[config.mk]
export PLATFORM = sky130hd
export DESIGN_NAME = rx_wake_detect
export DESIGN_NICKNAME = d
export VERILOG_FILES = /design/src/rtl/rxw_pkg.sv /design/src/rtl/rxw_datapath.sv /design/src/rtl/rxw_control.sv /design/src/rtl/rx_wake_detect.sv
export SDC_FILE = /design/constraint.sdc
export NUM_CORES = 1
export LEC_CHECK = 0
export CAP_MARGIN = 30
export CORE_MARGIN = 1.5
export CORE_UTILIZATION = 44
export DETAILED_ROUTE_END_ITERATION = 12
export PLACE_DENSITY = 0.74
export SLEW_MARGIN = 40
export SYNTH_ARGS = -nofsm -noshare
export SYNTH_HDL_FRONTEND = slang
export SYNTH_SLANG_ARGS = --single-unit
[constraint.sdc]
create_clock -name clk -period 1.8 [get_ports clk]
set_clock_uncertainty 0.1 [all_clocks]
set_input_delay 0.18 -clock clk [delete_from_list [all_inputs] [get_ports clk]]
set_output_delay 0.18 -clock clk [all_outputs]
set_load 0.1 [all_outputs]
[src/rtl/rxw_pkg.sv]
package rxw_pkg;

  typedef enum logic [1:0] {
    SEL_ADDR  = 2'b00,
    SEL_RSVD  = 2'b01,
    SEL_START = 2'b10,
    SEL_DATA  = 2'b11
  } wakeSel_e;

  // Event strobes from the datapath to the control, one cycle each
  typedef struct packed {
    logic addrHit;
    logic startSeen;
    logic dataReady;
  } evtStrobes_t;

endpackage

[src/rtl/rxw_datapath.sv]
module rxw_datapath #(
  parameter int DATA_W      = 8,
  parameter int BIT_CYCLES  = 16,
  parameter int SYNC_STAGES = 2,
  parameter int WIDE_BITS   = 7,
  parameter int NARROW_BITS = 4
) (
  input  logic              clk,
  input  logic              rstN,
  input  logic              rxLine,
  input  logic              byteDone,
  input  logic [DATA_W-1:0] rxByte,
  input  logic [DATA_W-1:0] addrReg,
  input  logic              addrWide,
  output rxw_pkg::evtStrobes_t evt
);
  localparam int HALF  = (BIT_CYCLES / 2 < 2) ? 2 : BIT_CYCLES / 2;
  localparam int CNT_W = $clog2(HALF);
  localparam logic [DATA_W-1:0] MASK_WIDE   = {{(DATA_W-WIDE_BITS){1'b0}}, {WIDE_BITS{1'b1}}};
  localparam logic [DATA_W-1:0] MASK_NARROW = {{(DATA_W-NARROW_BITS){1'b0}}, {NARROW_BITS{1'b1}}};

  // Synchronizer chain, reset to line idle level
  logic [SYNC_STAGES-1:0] syncQ;
  always_ff @(posedge clk or negedge rstN) begin
    if (!rstN) syncQ[0] <= 1'b1;
    else       syncQ[0] <= rxLine;
  end
  for (genvar g = 1; g < SYNC_STAGES; g++) begin : g_sync
    always_ff @(posedge clk or negedge rstN) begin
      if (!rstN) syncQ[g] <= 1'b1;
      else       syncQ[g] <= syncQ[g-1];
    end
  end

  logic rxSync;
  logic rxPrev;
  logic fallEdge;
  assign rxSync   = syncQ[SYNC_STAGES-1];
  assign fallEdge = rxPrev & ~rxSync;

  always_ff @(posedge clk or negedge rstN) begin
    if (!rstN) rxPrev <= 1'b1;
    else       rxPrev <= rxSync;
  end

  // Mid-bit confirmation of a start bit
  logic             hunting;
  logic [CNT_W-1:0] huntCnt;
  logic             startSeenQ;
  logic             midPoint;
  assign midPoint = hunting && (huntCnt == CNT_W'(HALF - 1));

  always_ff @(posedge clk or negedge rstN) begin
    if (!rstN) begin
      hunting    <= 1'b0;
      huntCnt    <= '0;
      startSeenQ <= 1'b0;
    end else begin
      startSeenQ <= 1'b0;
      if (!hunting) begin
        if (fallEdge) begin
          hunting <= 1'b1;
          huntCnt <= '0;
        end
      end else if (midPoint) begin
        hunting    <= 1'b0;
        startSeenQ <= ~rxSync;
      end else begin
        huntCnt <= huntCnt + 1'b1;
      end
    end
  end

  // Address compare on completed bytes
  logic [DATA_W-1:0] cmpMask;
  logic              addrEq;
  logic              addrHitQ;
  logic              dataReadyQ;
  assign cmpMask = addrWide ? MASK_WIDE : MASK_NARROW;
  assign addrEq  = ((rxByte & cmpMask) == (addrReg & cmpMask));

  always_ff @(posedge clk or negedge rstN) begin
    if (!rstN) begin
      addrHitQ   <= 1'b0;
      dataReadyQ <= 1'b0;
    end else begin
      addrHitQ   <= byteDone & addrEq;
      dataReadyQ <= byteDone;
    end
  end

  assign evt.addrHit   = addrHitQ;
  assign evt.startSeen = startSeenQ;
  assign evt.dataReady = dataReadyQ;

  // A confirmed start is only reported after a synchronized low level
  AST_START_AFTER_LOW: assert property (@(posedge clk) disable iff (!rstN)
    startSeenQ |-> !$past(rxSync));
  // Every address hit is backed by a completed byte one cycle earlier
  AST_HIT_NEEDS_BYTE: assert property (@(posedge clk) disable iff (!rstN)
    addrHitQ |-> $past(byteDone));
endmodule

[src/rtl/rxw_control.sv]
module rxw_control #(
  parameter int DATA_W = 8
) (
  input  logic              clk,
  input  logic              rstN,
  input  logic              unitEnable,
  input  logic              lowPower,
  input  logic              wakeClear,
  input  logic              cfgWrite,
  input  logic [1:0]        cfgSel,
  input  logic [DATA_W-1:0] cfgAddr,
  input  logic              cfgAddrWide,
  input  logic              cfgIrqEn,
  input  rxw_pkg::evtStrobes_t evt,
  output logic [DATA_W-1:0] addrReg,
  output logic              addrWide,
  output logic              wakeFlag,
  output logic              wakeIrq
);
  import rxw_pkg::*;

  wakeSel_e selReg;
  logic     irqEnReg;
  logic     cfgTake;
  assign cfgTake = cfgWrite & ~unitEnable;

  always_ff @(posedge clk or negedge rstN) begin
    if (!rstN) begin
      selReg   <= SEL_ADDR;
      addrReg  <= '0;
      addrWide <= 1'b0;
      irqEnReg <= 1'b0;
    end else if (cfgTake) begin
      selReg   <= wakeSel_e'(cfgSel);
      addrReg  <= cfgAddr;
      addrWide <= cfgAddrWide;
      irqEnReg <= cfgIrqEn;
    end
  end

  logic evtPick;
  always_comb begin
    unique case (selReg)
      SEL_ADDR:  evtPick = evt.addrHit;
      SEL_START: evtPick = evt.startSeen;
      SEL_DATA:  evtPick = evt.dataReady;
      default:   evtPick = 1'b0;
    endcase
  end

  logic setNow;
  assign setNow = evtPick & lowPower;

  always_ff @(posedge clk or negedge rstN) begin
    if (!rstN) begin
      wakeFlag <= 1'b0;
      wakeIrq  <= 1'b0;
    end else begin
      wakeIrq <= setNow & ~wakeFlag & irqEnReg;
      if (setNow)         wakeFlag <= 1'b1;
      else if (wakeClear) wakeFlag <= 1'b0;
    end
  end

  AST_FLAG_NEEDS_LP: assert property (@(posedge clk) disable iff (!rstN)
    $rose(wakeFlag) |-> $past(lowPower));
  AST_RESERVED_QUIET: assert property (@(posedge clk) disable iff (!rstN)
    (selReg == SEL_RSVD && !wakeFlag) |=> !wakeFlag);
  AST_CFG_LOCKED: assert property (@(posedge clk) disable iff (!rstN)
    unitEnable |=> ($stable(selReg) && $stable(addrReg) && $stable(irqEnReg)));
  AST_FLAG_STICKY: assert property (@(posedge clk) disable iff (!rstN)
    (wakeFlag && !wakeClear) |=> wakeFlag);
  AST_IRQ_ON_RISE: assert property (@(posedge clk) disable iff (!rstN)
    wakeIrq |-> ($rose(wakeFlag) && $past(irqEnReg)));
endmodule

[src/rtl/rx_wake_detect.sv]
module rx_wake_detect #(
  parameter int DATA_W      = 8,
  parameter int BIT_CYCLES  = 16,
  parameter int SYNC_STAGES = 2
) (
  input  logic              clk,
  input  logic              rstN,
  input  logic              rxLine,
  input  logic              byteDone,
  input  logic [DATA_W-1:0] rxByte,
  input  logic              unitEnable,
  input  logic              lowPower,
  input  logic              wakeClear,
  input  logic              cfgWrite,
  input  logic [1:0]        cfgSel,
  input  logic [DATA_W-1:0] cfgAddr,
  input  logic              cfgAddrWide,
  input  logic              cfgIrqEn,
  output logic              wakeFlag,
  output logic              wakeIrq
);
  rxw_pkg::evtStrobes_t evt;
  logic [DATA_W-1:0]    addrReg;
  logic                 addrWide;

  rxw_datapath #(
    .DATA_W(DATA_W), .BIT_CYCLES(BIT_CYCLES), .SYNC_STAGES(SYNC_STAGES),
    .WIDE_BITS(7), .NARROW_BITS(4)
  ) u_dp (
    .clk(clk), .rstN(rstN), .rxLine(rxLine), .byteDone(byteDone),
    .rxByte(rxByte), .addrReg(addrReg), .addrWide(addrWide), .evt(evt)
  );

  rxw_control #(.DATA_W(DATA_W)) u_ctl (
    .clk(clk), .rstN(rstN), .unitEnable(unitEnable), .lowPower(lowPower),
    .wakeClear(wakeClear), .cfgWrite(cfgWrite), .cfgSel(cfgSel),
    .cfgAddr(cfgAddr), .cfgAddrWide(cfgAddrWide), .cfgIrqEn(cfgIrqEn),
    .evt(evt), .addrReg(addrReg), .addrWide(addrWide),
    .wakeFlag(wakeFlag), .wakeIrq(wakeIrq)
  );
endmodule

==> results of run 1 <==
## metal layers
| layer | GRT usage | part of all wire | wire, um | vias up |
|---|---|---|---|---|
| met5 | 0 | 0 | 0 | - |
| met4 | 0.0694 | 0.022 | 33 | 0 |
| met3 | 0.0455 | 0.055 | 83 | 5 |
| met2 | 0.276 | 0.52 | 777 | 19 |
| met1 | 0.135 | 0.41 | 614 | 297 |
| li1 | - | - | - | 289 |
## power by group through the flow
| stage | clock network (mW) | registers [mW] | logic (mW) |
|---|---|---|---|
| floorplan | 0 | 0.696 | 0.215 |
| finish | 0.225 | 0.679 | 0.354 |
| detailed placement | 0 | 0.686 | 0.363 |
| CTS | 0.239 | 0.677 | 0.361 |
| global placement | 0 | 0.682 | 0.339 |
| global route | 0.260 | 0.689 | 0.394 |
## kinds of logic (layout without fill, tap and decap cells)
logic type | count (synthesis) | after routing | synth area share
and+or+nand+nor | 10 | 10 | 0.0787
muxes | 13 | 13 | 0.151
AOI/OAI and AO/OA | 6 | 6 | 0.0486
xor gates and xnor gates | 7 | 7 | 0.0643
DFF | 23 | 23 | 0.608
buffers and inverters | 4 | 35 | 0.0236
adders and majority gates | 2 | 2 | 0.0262
## metrics by stage
stage	cells	cell area, um^2	setup WS [ps]	hold slack [ps]	util
2_1_floorplan	65	953	396	-216	-
3_3_place_gp	119	1260	225	246	0.630
3_5_place_dp	119	1260	205	247	0.630
4_1_cts	123	1290	259	113	0.644
5_1_grt	123	1290	202	111	0.644
6_report	123	1290	258	115	0.644
## cells in the final DEF, fill, tap and decap left out
master | synthesis | final
clkdlybuf4s50_1 | 0 | 25
dfrtp_1 | 20 | 20
mux2_2 | 11 | 11
xnor2_1 | 7 | 7
inv_1 | 3 | 3
nand3_1 | 3 | 3
clkbuf_4 | 0 | 3
dfstp_2 | 3 | 3
nand2b_1 | 2 | 2
o21a_1 | 2 | 2
mux2i_1 | 2 | 2
a22o_1 | 2 | 2
ha_1 | 2 | 2
buf_4 | 0 | 2
nor4b_2 | 1 | 1
nand2_1 | 1 | 1
a211oi_1 | 1 | 1
and3b_1 | 1 | 1
nor2b_4 | 1 | 1
nor2b_1 | 1 | 1
o22ai_1 | 1 | 1
clkinv_2 | 0 | 1
buf_12 | 0 | 1
## worst paths after layout
kind                       slack (ps)       startpoint  depth (start not counted)          endpoint
min in group clk                  160           rxLine                          1     u_dp.syncQ[0]
max reg2reg                       260  u_dp.huntCnt[0]                          5   u_dp.huntCnt[1]
min reg2reg                       260    u_dp.syncQ[0]                          0       u_dp.rxSync
min                               120             rstN                          2  u_ctl.addrReg[6]
max                               260  u_dp.huntCnt[0]                          5   u_dp.huntCnt[1]
max in group asynchronous        1210             rstN                          2       u_dp.rxSync
## Yosys cell counts (2+ instances only)
library cell | count | area share
a22o_1 | 2 | 0.018
dfrtp_1 | 20 | 0.52
dfstp_2 | 3 | 0.083
ha_1 | 2 | 0.026
inv_1 | 3 | 0.012
mux2_2 | 11 | 0.13
mux2i_1 | 2 | 0.021
nand2b_1 | 2 | 0.013
nand3_1 | 3 | 0.016
o21a_1 | 2 | 0.016
xnor2_1 | 7 | 0.064
## layout make-up
| type | instances | area [um^2] | share of cell area |
|---|---|---|---|
| Clock buffer | 3 | 22.5 | 0.0175 |
| Clock inverter | 1 | 5.00 | 0.00388 |
| Multi-Input combinational cell | 38 | 352 | 0.273 |
| Tap cell | 27 | 33.8 | 0.0262 |
| Sequential cell | 23 | 579 | 0.450 |
| Inverter | 3 | 11.3 | 0.00874 |
| Timing Repair Buffer | 28 | 285 | 0.221 |
==> key figures, run 1 <==
Pwr
  • Seq pwr share: 0.540
  • Worst vdd ir: roughly 0.00067 V
  • PD cells: 976 nW/um^2
  • Switching Share: 0.280
  • Logic pwr share: 0.282
  • Total power: about 1.3 mW
  • Internal: 0.906 mW
  • Clk pwr share: 0.179
  • LEAKAGE: between 0.5 and 0.6 nW
  • Psw: between 0.3 and 0.4 mW

Synthesis
  • Yosys cell types: 19
  • Dominant synthesized flop cell: dfrtp_1
  • Flops & latches, synth: 23
  • EDFF count, synth: 0
  • Async SR Flop Fraction: 1.00
  • Syn_area_per_cell: ~15 um^2
  • Synth warnings: 0
  • Post-Syn Area: 953 um^2
  • Sequential area share after synthesis: 0.608
  • Syn nets: 95
  • Cells after Synth: 65

STA
  • Unrepaired setup endpoints after global routing: no
  • Final setup vio count: 0
  • Fin crit share: 0.857
  • FMAX: around 650 MHz
  • Final Critical Period: 1540 ps
  • Setup TNS: 0 ps
  • Slew headroom: 0.777
  • Hold Fails Final Rpt: 0
  • Worst slew pin tran: about 330 ps
  • Final Max Tran Viols: 0

Drt
  • Drt wl/cell: 12.3 um
  • Final ANT Viol Nets: 0
  • DRC: 0
  • WL final: 1510 um
  • First DRT Iteration DRCs: 3
  • Initial DRT Pass Iterations: 3
  • Drt via density: slightly below 5
  • Via count: between 600 and 700

CTS
  • Clock buffer depth: 2
  • Clk Latency, worst-skew pair: 300 ps
  • CTS root buffer: clkbuf_4
  • CTS tree: built
  • CTS Buf Count: 3
  • Hold buffers post-CTS: 0
  • CTS H-tree depth: 1
  • Total setup buffers inserted after CTS: 0
  • Post-CTS sizing: 0
  • Clock-pin slew on the worst setup and hold paths: between 100 and 150 ps
  • TritonCTS Sinks: 23

Global routing
  • Initial antenna violation count: 0
  • Global route total overflow: 0
  • First-pass GRT wire length: between 2000 and 3000 um
  • Pin count of the biggest net entering global routing: 24
  • Total GRT Usage: 0.144
  • Vias in the first global route: between 600 and 700

Placement
  • DP Wirelength: about 1200 um
  • Final GP Congestion: 0.630
  • I/O Buffers: 27

Critical path
  • Worst EP arrival: 1640 ps
  • Cells along the critical path: ha_1 -> ha_1 -> nand2b_1 -> o21a_1 -> a22o_1
  • Critical path's top delay family: flip-flops
  • Cell repeated most along the worst path: ha_1
  • Data required time at the worst endpoint: 1900 ps
  • CP Launch Type: flip-flop
  • Crit-path max FO: 3
  • Max stage delay cell, worst path: dfrtp_1
  • Worst path max stage delay: 430 ps
  • Setup CP Type: flip-flop to flip-flop
  • CP Capture Type: flip-flop
  • WP buf/inv: 0

Outcome
  • Status: complete, no violations

Die
  • Area of the core: roughly 2000 um^2
  • Die height: about 50 um
  • Die X: 49.6 um
  • Die area: 2460 um^2
  • Initial core utilization: 0.476
  • Io pins: 30
  • Row Count: 16

Cells and area
  • Nets: ~130
  • N_diodes: 0
  • Fill count: 174
  • Synth-to-layout area growth: 35.2%
  • Top flop regs: u_ctl.addrReg (7), u_dp.huntCnt (3), u_ctl.selReg (2)
  • Most flops, register: u_ctl.addrReg
  • Max reg flops: 7
  • Layout cells sized above 1: 0.240

Hold path
  • Worst Hold Class: primary input to asynchronous set/reset pin

Run
  • Max-Cap Viols: 0
(Power assumes the default switching activity.)
==> inputs of run 2 (changes only) <==
- CORE_UTILIZATION: 44 -> 45
- CTS_BUF_LIST: not set -> sky130_fd_sc_hd__clkbuf_8
- PLACE_DENSITY: 0.74 -> 0.76
- RECOVER_POWER: not set -> 50
==> run 2 against run 1 <==
Against the previous run:
- flip-flop and latch count unchanged
- combinational power about the same
- critical path depth unchanged
- final cell count unchanged
- global-route usage increased by 0.99 points
- setup slack improved by 35 ps
- critical path type unchanged
- highest routed layer unchanged
- via count decreased by 2.0%
- power increased by 5.7%
==> key figures, run 2 (synthesized netlist as in run 1, its figures left out) <==
Drt
  • Final ANT Viol Nets: 0 (unchanged)
  • DRC: 0 (unchanged)
  • Drt wl/cell: 12.2 um (was 12.3 um)
  • First DRT Iteration DRCs: 5 (was 3)
  • Via count: 598 (was 610)
  • Initial DRT Pass Iterations: 4 (was 3)
  • WL final: 1500 um (was 1510 um)
  • Drt via density: 4.86 (was 4.96)

CTS
  • Total setup buffers inserted after CTS: 0 (unchanged)
  • CTS Buf Count: 3 (unchanged)
  • Hold buffers post-CTS: 0 (unchanged)
  • Post-CTS sizing: 0 (unchanged)
  • Clock buffer depth: 2 (unchanged)
  • CTS root buffer: clkbuf_8 (was clkbuf_4)
  • CTS tree: built (unchanged)
  • Clock-pin slew on the worst setup and hold paths: 80 ps (was 120 ps)
  • Clk Latency, worst-skew pair: 250 ps (was 300 ps)
  • CTS H-tree depth: 1 (unchanged)
  • TritonCTS Sinks: 23 (unchanged)

Placement
  • Final GP Congestion: 0.632 (was 0.630)
  • DP Area: 1260 um^2 (unchanged)
  • DP Wirelength: 1180 um (was 1170 um)
  • I/O Buffers: 27 (unchanged)
  • Placed cells: 119 (unchanged)

Cells and area
  • Reg area: 579 um^2 (unchanged)
  • Fin cells: 123 (unchanged)
  • Nets: 127 (unchanged)
  • Synth-to-layout area growth: 37.0% (was 35.2%)
  • Max reg flops: 7 (unchanged)
  • Top flop regs: u_ctl.addrReg (7), u_dp.huntCnt (3), u_ctl.selReg (2) (unchanged)
  • Most frequent cells in the layout: clkdlybuf4s50_1 (22), dfrtp_1 (20), mux2_2 (11), xnor2_1 (7), inv_1 (4) (was clkdlybuf4s50_1 (25), dfrtp_1 (20), mux2_2 (11), xnor2_1 (7))
  • Fill count: 150 (was 174)
  • N_diodes: 0 (unchanged)
  • Most common cell after layout, fill and taps aside: clkdlybuf4s50_1 (unchanged)
  • Final Instance Area: 1310 um^2 (was 1290 um^2)
  • Layout cells sized above 1: 0.219 (was 0.240)
  • Most flops, register: u_ctl.addrReg (unchanged)
  • Multi-input gate area: 352 um^2 (unchanged)

Critical path
  • WP buf/inv: 0 (unchanged)
  • Cell repeated most along the worst path: ha_1 (unchanged)
  • Cells along the critical path: ha_1 -> ha_1 -> nand2b_1 -> o21a_1 -> a22o_1 (unchanged)
  • Worst path max stage delay: 390 ps (was 430 ps)
  • Max stage delay cell, worst path: dfrtp_1 (unchanged)
  • Crit-path max FO: 3 (unchanged)
  • CP Launch Type: flip-flop (unchanged)
  • CP Capture Type: flip-flop (unchanged)
  • Data required time at the worst endpoint: 1850 ps (was 1900 ps)
  • R2R setup slack: 290 ps (was 260 ps)
  • Worst EP arrival: 1550 ps (was 1640 ps)
  • Critical path's top delay family: adder cells (was flip-flops)
  • Setup CP Type: flip-flop to flip-flop (unchanged)

STA
  • Final Max Tran Viols: 0 (unchanged)
  • Slew headroom: 0.785 (was 0.777)
  • Final setup vio count: 0 (unchanged)
  • FMAX: 664 MHz (was 649 MHz)
  • Worst slew pin tran: 323 ps (was 334 ps)
  • Setup TNS: 0 ps (unchanged)
  • Fin crit share: 0.837 (was 0.857)
  • Final Critical Period: 1510 ps (was 1540 ps)
  • Unrepaired setup endpoints after global routing: no (unchanged)
  • Hold Fails Final Rpt: 0 (unchanged)

Die
  • Die X: 49.0 um (was 49.6 um)
  • Io pins: 30 (unchanged)
  • Die area: 2400 um^2 (was 2460 um^2)
  • Die height: 49.0 um (was 49.6 um)
  • Initial core utilization: 0.481 (was 0.476)
  • Row Count: 16 (unchanged)
  • Area of the core: 1980 um^2 (was 2000 um^2)

Global routing
  • Global route total overflow: 0 (unchanged)
  • Vias in the first global route: 631 (was 649)
  • Pin count of the biggest net entering global routing: 24 (unchanged)
  • First-pass GRT wire length: 2770 um (was 2620 um)
  • Initial antenna violation count: 0 (unchanged)
  • Total GRT Usage: 0.154 (was 0.144)

Run
  • Max-Cap Viols: 0 (unchanged)

Outcome
  • Status: complete, no violations (unchanged)

Pwr
  • PD cells: 1020 nW/um^2 (was 976 nW/um^2)
  • LEAKAGE: 0.556 nW (was 0.546 nW)
  • Worst vdd ir: 0.000678 V (was 0.000671 V)

Hold path
  • Worst Hold Class: primary input to asynchronous set/reset pin (unchanged)
==> run 2: final cells by class <==
cell class / count / area share
timing repair buffer: 28 / 0.218
clock buffer: 3 / 0.0316
inverter: 3 / 0.00862
sequential: 23 / 0.443
clock inverter: 1 / 0.00287
multi-input combinational: 38 / 0.269
tap: 27 / 0.0259
==> run 2: power breakdown <==
| part | total [mW] | internal [mW] | leakage [nW] | switching [mW] |
|---|---|---|---|---|
| clock | 0.299 | 0.152 | 0.0269 | 0.147 |
| combinational | 0.355 | 0.208 | 0.255 | 0.147 |
| sequential | 0.676 | 0.614 | 0.274 | 0.0616 |
| total | 1.33 | 0.974 | 0.556 | 0.355 |
==> run 2: metrics by stage <==
step           utilization  power (mW)  hold WS [ps]  worst slack (ps)
5_1_grt              0.659        1.42           273               237
3_3_place_gp         0.636        1.02           246               229
2_1_floorplan            -       0.911          -216               396
6_report             0.659        1.33           242               294
3_5_place_dp         0.636        1.05           251               212
4_1_cts              0.659        1.35           182               288
==> run 2: path summary, 6_finish.rpt <==
check,start,end,cells after the start
min in group clk,u_dp.syncQ[0],u_dp.rxSync,0
setup reg to reg,u_dp.huntCnt[0],u_dp.huntCnt[1],5
hold / removal,rstN,u_ctl.selReg[1],2
hold reg to reg,u_dp.syncQ[0],u_dp.rxSync,0
max in group asynchronous,rstN,u_dp.rxPrev,2
setup / recovery,u_dp.huntCnt[0],u_dp.huntCnt[1],5
==> run 2: metal layers <==
| layer | vias to the layer above | GRT usage | wire length, um |
|---|---|---|---|
| met5 | - | 0 | 0 |
| met4 | 0 | 0.0571 | 13 |
| met3 | 2 | 0.0399 | 91 |
| met2 | 22 | 0.265 | 757 |
| met1 | 285 | 0.186 | 633 |
| li1 | 289 | - | - |
==> inputs of run 3 (changes only) <==
- CORE_UTILIZATION: 45 -> 42
- PLACE_DENSITY: 0.76 -> 0.74
- clock period: 1.8 -> 1.31 ns (I/O delays scaled with it)
==> run 3 against run 2 <==
Against the previous run:
- the flow now finishes with violations (negative setup slack)
- sequential power is 40% higher
- setup slack worse by 400 ps
- clock power is 41% higher
- critical endpoint unchanged
- final cell count is 4.9% higher
- largest cell class unchanged
- global-route usage hardly changed
- critical path depth stayed put
==> key figures, run 3 (synthesized netlist as in run 1, its figures left out) <==
STA
  • Final Max Tran Viols: 0 (unchanged)
  • Final setup margin: -107 ps (was 294 ps)
  • FMAX: 706 MHz (was 664 MHz)
  • Final Critical Period: 1420 ps (was 1510 ps)
  • Setup TNS: -258 ps (was 0 ps)
  • Final setup vio count: 3 (was 0)
  • Slew headroom: 0.716 (was 0.785)
  • Unrepaired setup endpoints after global routing: yes (was no)
  • Worst slew pin tran: 426 ps (was 323 ps)
  • Hold Fails Final Rpt: 0 (unchanged)
  • WHS: 177 ps (was 242 ps)
  • Fin crit share: 1.08 (was 0.837)

Pwr
  • Worst vdd ir: 0.000984 V (was 0.000678 V)
  • PD cells: 1420 nW/um^2 (was 1020 nW/um^2)
  • LEAKAGE: 0.579 nW (was 0.556 nW)

Drt
  • Drt via density: 4.73 (was 4.86)
  • Final ANT Viol Nets: 0 (unchanged)
  • First DRT Iteration DRCs: 3 (was 5)
  • WL final: 1600 um (was 1500 um)
  • Initial DRT Pass Iterations: 4 (unchanged)
  • Drt wl/cell: 12.4 um (was 12.2 um)
  • Via count: 610 (was 598)
  • DRC: 0 (unchanged)

CTS
  • Clk Latency, worst-skew pair: 260 ps (was 250 ps)
  • Hold buffers post-CTS: 0 (unchanged)
  • Clock-pin slew on the worst setup and hold paths: 80 ps (about the same)
  • CTS Buf Count: 3 (unchanged)
  • Clock buffer depth: 2 (unchanged)
  • CTS root buffer: clkbuf_8 (unchanged)
  • TritonCTS Sinks: 23 (unchanged)
  • CTS tree: built (unchanged)
  • CTS H-tree depth: 1 (unchanged)

Critical path
  • Setup crit start: u_dp.huntCnt[0] (unchanged)
  • CP Capture Type: flip-flop (unchanged)
  • Reg-to-Reg Start: u_dp.huntCnt[0] (unchanged)
  • Data required time at the worst endpoint: 1360 ps (was 1850 ps)
  • Setup CP Type: flip-flop to flip-flop (unchanged)
  • Critical path's top delay family: flip-flops (was adder cells)
  • CP Launch Type: flip-flop (unchanged)
  • Max stage delay cell, worst path: dfrtp_1 (unchanged)
  • Worst path max stage delay: 390 ps (about the same)
  • Cells along the critical path: ha_2 -> ha_4 -> nand2b_4 -> o21a_1 -> a22o_1 (was ha_1 -> ha_1 -> nand2b_1 -> o21a_1 -> a22o_1)
  • WP buf/inv: 0 (unchanged)
  • Crit-path max FO: 3 (unchanged)
  • Worst EP arrival: 1460 ps (was 1550 ps)

Placement
  • DP Wirelength: 1320 um (was 1180 um)
  • I/O Buffers: 27 (unchanged)
  • DP Area: 1330 um^2 (was 1260 um^2)
  • Final GP Congestion: 0.682 (was 0.632)
  • Placed cells: 123 (was 119)

Die
  • Die height: 50.6 um (was 49.0 um)
  • Area of the core: 2170 um^2 (was 1980 um^2)
  • Initial core utilization: 0.439 (was 0.481)
  • Die area: 2560 um^2 (was 2400 um^2)
  • Io pins: 30 (unchanged)
  • Die X: 50.6 um (was 49.0 um)
  • Row Count: 17 (was 16)

Global routing
  • Pin count of the biggest net entering global routing: 19 (was 24)
  • Vias in the first global route: 661 (was 631)
  • Global route total overflow: 0 (unchanged)
  • First-pass GRT wire length: 2840 um (was 2770 um)
  • Total GRT Usage: 0.154 (about the same)
  • Initial antenna violation count: 0 (unchanged)

Cells and area
  • Nets: 132 (was 127)
  • Top flop regs: u_ctl.addrReg (7), u_dp.huntCnt (3), u_ctl.selReg (2) (unchanged)
  • Layout cells sized above 1: 0.307 (was 0.219)
  • Synth-to-layout area growth: 45.7% (was 37.0%)
  • Most common cell after layout, fill and taps aside: clkdlybuf4s50_1 (unchanged)
  • Fill count: 192 (was 150)
  • Fin cells: 129 (was 123)
  • N_diodes: 0 (unchanged)
  • Max reg flops: 7 (unchanged)
  • Most frequent cells in the layout: clkdlybuf4s50_1 (22), dfrtp_1 (19), mux2_2 (11), xnor2_1 (7) (was clkdlybuf4s50_1 (22), dfrtp_1 (20), mux2_2 (11), xnor2_1 (7), inv_1 (4))
  • Most flops, register: u_ctl.addrReg (unchanged)
  • Final Instance Area: 1390 um^2 (was 1310 um^2)

Run
  • Max-Cap Viols: 0 (unchanged)

Hold path
  • Worst Hold Class: primary input to asynchronous set/reset pin (unchanged)

Outcome
  • Status: complete, but fails checks (was complete, no violations)
  • Violated checks: negative setup slack
-- run 3: cell types whose count changed in the layout (fill, tap and decap cells not counted), sizes merged --
cell,delta
buf,+3
clkbuf,+2
clkinv,+1
inv,-1
-- run 3: final cells by class --
cell class | instances | area (um^2) | area share
well taps | 28 | 35.0 | 0.0252
flip-flops and latches | 23 | 581 | 0.418
clock buffers | 3 | 41.3 | 0.0297
multi-input cells | 38 | 374 | 0.269
inverters | 3 | 11.3 | 0.00811
repair buffers | 33 | 342 | 0.246
clock inverters | 1 | 5.00 | 0.00360
-- run 3: layer usage --
metal  global-route usage  wire length [um]  part of all wire
met1                0.148               576              0.36
met2                0.303               929              0.58
met3               0.0476                78             0.049
met4               0.0541                14            0.0088
met5                    0                 0                 0
-- run 3: what timing repair did --
item / in CTS / in global routing
pin swaps: 0 / 1
endpoints found under the setup margin: 3 / 4
resized for setup: 0 / 0
setup buffers: 2 / 0
-- run 3: path summary, 6_finish.rpt --
path                       depth (start not counted)  slack [ps]               to
max reg2reg                                        5        -110  u_dp.huntCnt[1]
max                                                5        -110  u_dp.huntCnt[1]
min in group clk                                   0         260      u_dp.rxSync
min                                                2         180  u_ctl.selReg[1]
min reg2reg                                        0         260      u_dp.rxSync
max in group asynchronous                          2         520      u_dp.rxSync
-- run 3: power breakdown --
part | leakage (nW) | internal (mW) | switching, mW
clock | 0.0255 | 0.212 | 0.210
combinational | 0.280 | 0.386 | 0.225
sequential | 0.273 | 0.845 | 0.100
-- run 3: metrics by stage --
stage          power [mW]  worst slack (ps)  utilization
2_1_floorplan        1.30             -23.3            -
3_3_place_gp         1.50              -114        0.615
3_5_place_dp         1.53              -156        0.615
4_1_cts              2.01              -115        0.643
5_1_grt              2.11              -167        0.640
6_report             1.98              -107        0.640
-- run 3: worst register-to-register path: cells and delay by family (launching register included) --
family	cells	cell delay (ps)
AOI/OAI and AO/OA	2	320
DFF	1	390
adders and majority gates	2	360
and+or+nand+nor	1	130
